--- config.mk ---
export PLATFORM = sky130hd
export DESIGN_NAME = cfg_stream_reader
export DESIGN_NICKNAME = d
export VERILOG_FILES = /design/src/rtl/cfg_stream_pkg.sv /design/src/rtl/cfg_stream_array.sv /design/src/rtl/cfg_stream_seq.sv /design/src/rtl/cfg_stream_reader.sv
export SDC_FILE = /design/constraint.sdc
export NUM_CORES = 1
export LEC_CHECK = 0
export BUFFER_PORTS_ARGS = -buffer_cell sky130_fd_sc_hd__buf_2
export CORE_MARGIN = 4
export CORE_UTILIZATION = 40
export DETAILED_ROUTE_END_ITERATION = 16
export PLACE_DENSITY_LB_ADDON = 0.12
export SLEW_MARGIN = 25
export SYNTH_ARGS = -nofsm -noshare
export SYNTH_HDL_FRONTEND = slang
export SYNTH_SLANG_ARGS = --single-unit
export TNS_END_PERCENT = 20
--- constraint.sdc ---
create_clock -name dclk -period 2.4 [get_ports dclk]
set_input_delay 0.12 -clock dclk [delete_from_list [all_inputs] [get_ports dclk]]
set_output_delay 0.12 -clock dclk [all_outputs]
set_load 0.02 [all_outputs]
--- src/rtl/cfg_stream_pkg.sv ---
package cfg_stream_pkg;
  typedef enum logic [1:0] {
    SR_IDLE = 2'd0,
    SR_LOCK = 2'd1,
    SR_READ = 2'd2,
    SR_DONE = 2'd3
  } sr_state_e;
  localparam int PAGE_SEL_W = 2;
endpackage

--- src/rtl/cfg_stream_array.sv ---
module cfg_stream_array #(
  parameter int ADDR_W = 6
) (
  input  logic              clk,
  input  logic              wr_en,
  input  logic [ADDR_W-1:0] wr_addr,
  input  logic              wr_bit,
  input  logic [ADDR_W-1:0] rd_addr,
  output logic              rd_bit
);
  localparam int DEPTH = 1 << ADDR_W;

  logic [DEPTH-1:0] cells;

  for (genvar g = 0; g < DEPTH; g++) begin : g_cell
    always_ff @(posedge clk) begin
      if (wr_en && (wr_addr == ADDR_W'(g))) cells[g] <= wr_bit;
    end
  end

  assign rd_bit = cells[rd_addr];
endmodule

--- src/rtl/cfg_stream_seq.sv ---
module cfg_stream_seq
  import cfg_stream_pkg::*;
#(
  parameter int OFF_W = 4
) (
  input  logic                  clk,
  input  logic                  arst_n,
  input  logic                  cs_n,
  input  logic [PAGE_SEL_W-1:0] page_eff,
  output logic [PAGE_SEL_W-1:0] page_q,
  output logic [OFF_W-1:0]      off_q,
  output logic                  reading,
  output logic                  done
);
  localparam logic [OFF_W-1:0] OFF_LAST = {OFF_W{1'b1}};

  sr_state_e state_q;

  always_ff @(posedge clk or negedge arst_n) begin
    if (!arst_n) begin
      state_q <= SR_IDLE;
      off_q   <= '0;
      page_q  <= '0;
    end else begin
      case (state_q)
        SR_IDLE: begin
          if (!cs_n) begin
            state_q <= SR_READ;
            page_q  <= page_eff;
            off_q   <= '0;
          end else begin
            state_q <= SR_LOCK;
          end
        end
        SR_READ: begin
          if (!cs_n) begin
            if (off_q == OFF_LAST) state_q <= SR_DONE;
            else                   off_q   <= off_q + 1'b1;
          end
        end
        default: state_q <= state_q;
      endcase
    end
  end

  assign reading = (state_q == SR_READ);
  assign done    = (state_q == SR_DONE);

  AST_ADVANCE_ONE: assert property (@(posedge clk) disable iff (!arst_n)
    (reading && !cs_n && off_q != OFF_LAST) |=> (off_q == $past(off_q) + 1'b1));
  AST_STALL_HOLD: assert property (@(posedge clk) disable iff (!arst_n)
    (reading && cs_n) |=> $stable(off_q));
  AST_PAGE_HELD: assert property (@(posedge clk) disable iff (!arst_n)
    reading |=> $stable(page_q));
  AST_DONE_STICKY: assert property (@(posedge clk) disable iff (!arst_n)
    done |=> done);
  AST_LOCK_STICKY: assert property (@(posedge clk) disable iff (!arst_n)
    (state_q == SR_LOCK) |=> (state_q == SR_LOCK));
endmodule

--- src/rtl/cfg_stream_reader.sv ---
module cfg_stream_reader
  import cfg_stream_pkg::*;
#(
  parameter int OFF_W  = 4,
  localparam int ADDR_W = OFF_W + PAGE_SEL_W
) (
  input  logic                  dclk,
  input  logic                  por_n,
  input  logic                  rst_oe_n,
  input  logic                  cs_n,
  input  logic                  page_en,
  input  logic [PAGE_SEL_W-1:0] page_sel,
  input  logic                  ld_we,
  input  logic [ADDR_W-1:0]     ld_addr,
  input  logic                  ld_bit,
  output logic                  data_bit,
  output logic                  data_en,
  output logic                  casc_n
);
  logic                  arst_n;
  logic [PAGE_SEL_W-1:0] page_eff;
  logic [PAGE_SEL_W-1:0] page_q;
  logic [OFF_W-1:0]      off_q;
  logic                  reading;
  logic                  done;
  logic                  rd_bit;

  assign arst_n   = por_n & rst_oe_n;
  assign page_eff = page_en ? page_sel : '0;

  cfg_stream_seq #(.OFF_W(OFF_W)) u_seq (
    .clk      (dclk),
    .arst_n   (arst_n),
    .cs_n     (cs_n),
    .page_eff (page_eff),
    .page_q   (page_q),
    .off_q    (off_q),
    .reading  (reading),
    .done     (done)
  );

  cfg_stream_array #(.ADDR_W(ADDR_W)) u_array (
    .clk     (dclk),
    .wr_en   (ld_we),
    .wr_addr (ld_addr),
    .wr_bit  (ld_bit),
    .rd_addr ({page_q, off_q}),
    .rd_bit  (rd_bit)
  );

  assign data_en  = arst_n & reading & ~cs_n;
  assign data_bit = data_en & rd_bit;
  assign casc_n   = ~(arst_n & done);

  AST_CASC_RELEASES: assert property (@(posedge dclk) disable iff (!arst_n)
    !casc_n |-> !data_en);
  AST_CS_GATES: assert property (@(posedge dclk) disable iff (!arst_n)
    cs_n |-> !data_en);
endmodule

==> run metrics <==
Slew Limit Fails 0; DRT antenna net count 0; R2R Setup Slk ~800 ps; gp weighted congestion approximately 0.79; All-Layer GR Usage about 15%; number of buffers created by CTS 9; DP HPWL between 4000 and 5000 um; Area contributors post-synth edfxtp_1, mux4_1, nor2_1; run status finished clean; initial drt markers between 100 and 150; unrepaired setup endpoints after global routing yes; Core ar. about 8000 um2; CTS clk-pin slew, worst paths about 80 ps; Buf+Inv Stages, Crit Path 2; largest delay contributor family on the critical path multiplexers; Setup crit end kind output pin; crit-path cells buf_12 -> mux4_1 -> mux4_2 -> nand2_2 -> a221oi_2 -> buf_4; Mapped Area between 3000 and 4000 um2; clk_lat worst skew roughly 350 ps; largest net degree at the start of global routing 65; initial core utilization roughly two fifths; Crit Path Class reg -> out; CTS sink count ~70; hold wc startpoint page_sel[1]; worst hold endpoint u_seq.page_q[1]; Post-DP Area about 3500 um2; routed length per instance around 18 um; pre-CTS setup slack approximately 360 ps; n_diodes 0; CTS tree yes; Req. time, crit path roughly 2300 ps; peak supply drop 353.5 uV; Ys Warns 0; antenna violations before repair 0; GRT overflow 0; num rows 32; Final Hold Fails 0; Final nets 293; chip width slightly below 100 um; reg2reg path depth 8; synthesized flop and latch total 72; FILL cells 719; reg2reg end u_seq.off_q[0]; Max-Cap Viols 0; sequential area share after synthesis roughly 64%; vias in the first global route between 2000 and 2500; hold crit path type in -> reg; clock buffer depth 2; FMAX ~420 MHz; Vias/cell 5.279; Yosys cell types 32; largest stage delay on the critical path about 540 ps; CP max FO 5; final worst-path cycle share about 100%; Routed WL roughly 6900 um; Post-Syn Instances 251; fin crit period 2400 ps; critical path launch point type flop; H-Tree Depth 3; I/O Buffers 17; Die Y ~99 um; utilization after layout a little under half; io pins 18; slowest CP cell mux4_1; actual slew at the worst max-slew pin 969.7 ps; R2R Path Start u_seq.off_q[0]; CP arrival ~2300 ps; largest area contributor in the netlist edfxtp_1; share of layout cells above drive strength 1 18.09%; root buf cell clkbuf_8; CP Launch Point u_seq.off_q[0]; Mean Syn Cell Area 13.17 um2; Synth top area share 58.14%; Synthesized Nets roughly 270; # DRC 0; Worst path depth 6; first-pass GRT wire length 11360 um; Finished Cell Area approximately 3800 um2; vias roughly 2000; Final Power 3.359 mW; Final Skew ~4.5 ps; cell count of the worst hold path 3; full die area slightly below 10000 um2; Leak roughly 1.3 nW; Syn-to-layout area delta 13.78%; worst rel slew slack about 35%; final setup margin ~0.23 ps; Cell Pwr Density between 800 and 900 nW/um2; Cell Count, Final, Fillers Out roughly 380; DP Cell Count around 360; DR pass1 iterations 4; final setup violation count 0
-- layout by cell type, fill, tap and decap left out, drive strengths merged, types with 2 or more instances in the layout --
master and instances:
nand3b 2, inv 8, nand3 17, nor2 70, mux2i 6, edfxtp 64, a21oi 6, clkinv 2
dlygate4sd3 3, nand2 19, o21ai 7, buf 21, mux4 15, clkbuf 13, nor2b 4, dfrtp 8
-- worst min-delay path: cells and delay by family --
kind	cells	cell delay [ps]
AND/OR/NAND/NOR	2	130
buffers and inverters	1	70
-- per-layer routing --
| layer | track usage, % | wire, um | vias to the layer above |
|---|---|---|---|
| met5 | 0 | 0 | - |
| met3 | 5.591 | 332 | 10 |
| met2 | 22.47 | 3168 | 55 |
| met4 | 4.097 | 116 | 0 |
| li1 | - | - | 976 |
| met1 | 21.49 | 3302 | 986 |
-- report_power, final --
group	switching (mW)	total (mW)	internal, mW
Sequential	0.0741	1.49	1.42
Combinational	0.454	0.936	0.482
Clock	0.452	0.933	0.481
-- cells in the mapped netlist, drive strengths merged --
master,n
a31oi,1
buf,5
o31ai,1
nor2b,4
nand3,17
or2,1
o311a,1
o22ai,1
mux2i,6
nand3b,2
a2111o,1
a221oi,1
dfrtp,8
edfxtp,64
inv,7
nand4,1
o211ai,1
nand2b,1
nand2,19
ha,1
a311oi,1
or3b,1
mux4,15
nor2,70
a221o,1
o21ai,7
a21oi,6
clkbuf,6
and2,1
-- repair_timing --
action | in CTS | in global routing
buffers inserted | 0 | 1
resized for setup | 0 | 8
endpoints found under the hold margin | 9 | 0
gates cloned | 0 | 2
pin swaps | 0 | 4
endpoints found under the setup margin | 1 | 1
hold buffers | 3 | 0
-- cells by family (layout without fill, tap and decap cells) --
logic type | after synthesis | in the layout | synth area share, %
AND/OR/NAND/NOR | 117 | 117 | 14.91
adder cells (fa/ha/maj) | 1 | 1 | 0.3784
flip-flops | 72 | 72 | 64.19
buffers and inverters | 18 | 49 | 2.763
multiplexers | 21 | 21 | 13.29
AO/OA/AOI/OAI | 22 | 22 | 4.467
-- registers in the layout (all words and copies together), names as in the netlist --
name / count
u_seq.state_q: 2
u_array.cells: 64
u_seq.page_q: 2
u_seq.off_q: 4
-- per-stage QoR --
step | setup TNS [ps] | hold WS (ps)
5_1_grt | -105.6 | 3.988
4_1_cts | -27.78 | 2.193
2_1_floorplan | 0 | 33.96
3_3_place_gp | 0 | 144.7
3_5_place_dp | 0 | 146.4
6_report | 0 | 9.637
-- cell type report --
type                       count  area [um2]  share of cell area, %
inverter                       7       26.28                 0.6986
tap                          102       127.6                  3.393
sequential                    72        2123                  56.45
timing repair buffer          26       210.2                  5.589
clock inverter                 5       56.30                  1.497
multi-input combinational    161        1086                  28.88
clock buffer                  11       131.4                  3.493
-- worst max path at each step --
stage / to / slack, ps
finish: data_bit / 0.2
global route: data_bit / -110
CTS: data_bit / -30
detailed placement: data_bit / 360
global placement: data_bit / 370
floorplan: data_bit / 500
Power figures use the tool's default switching activity.
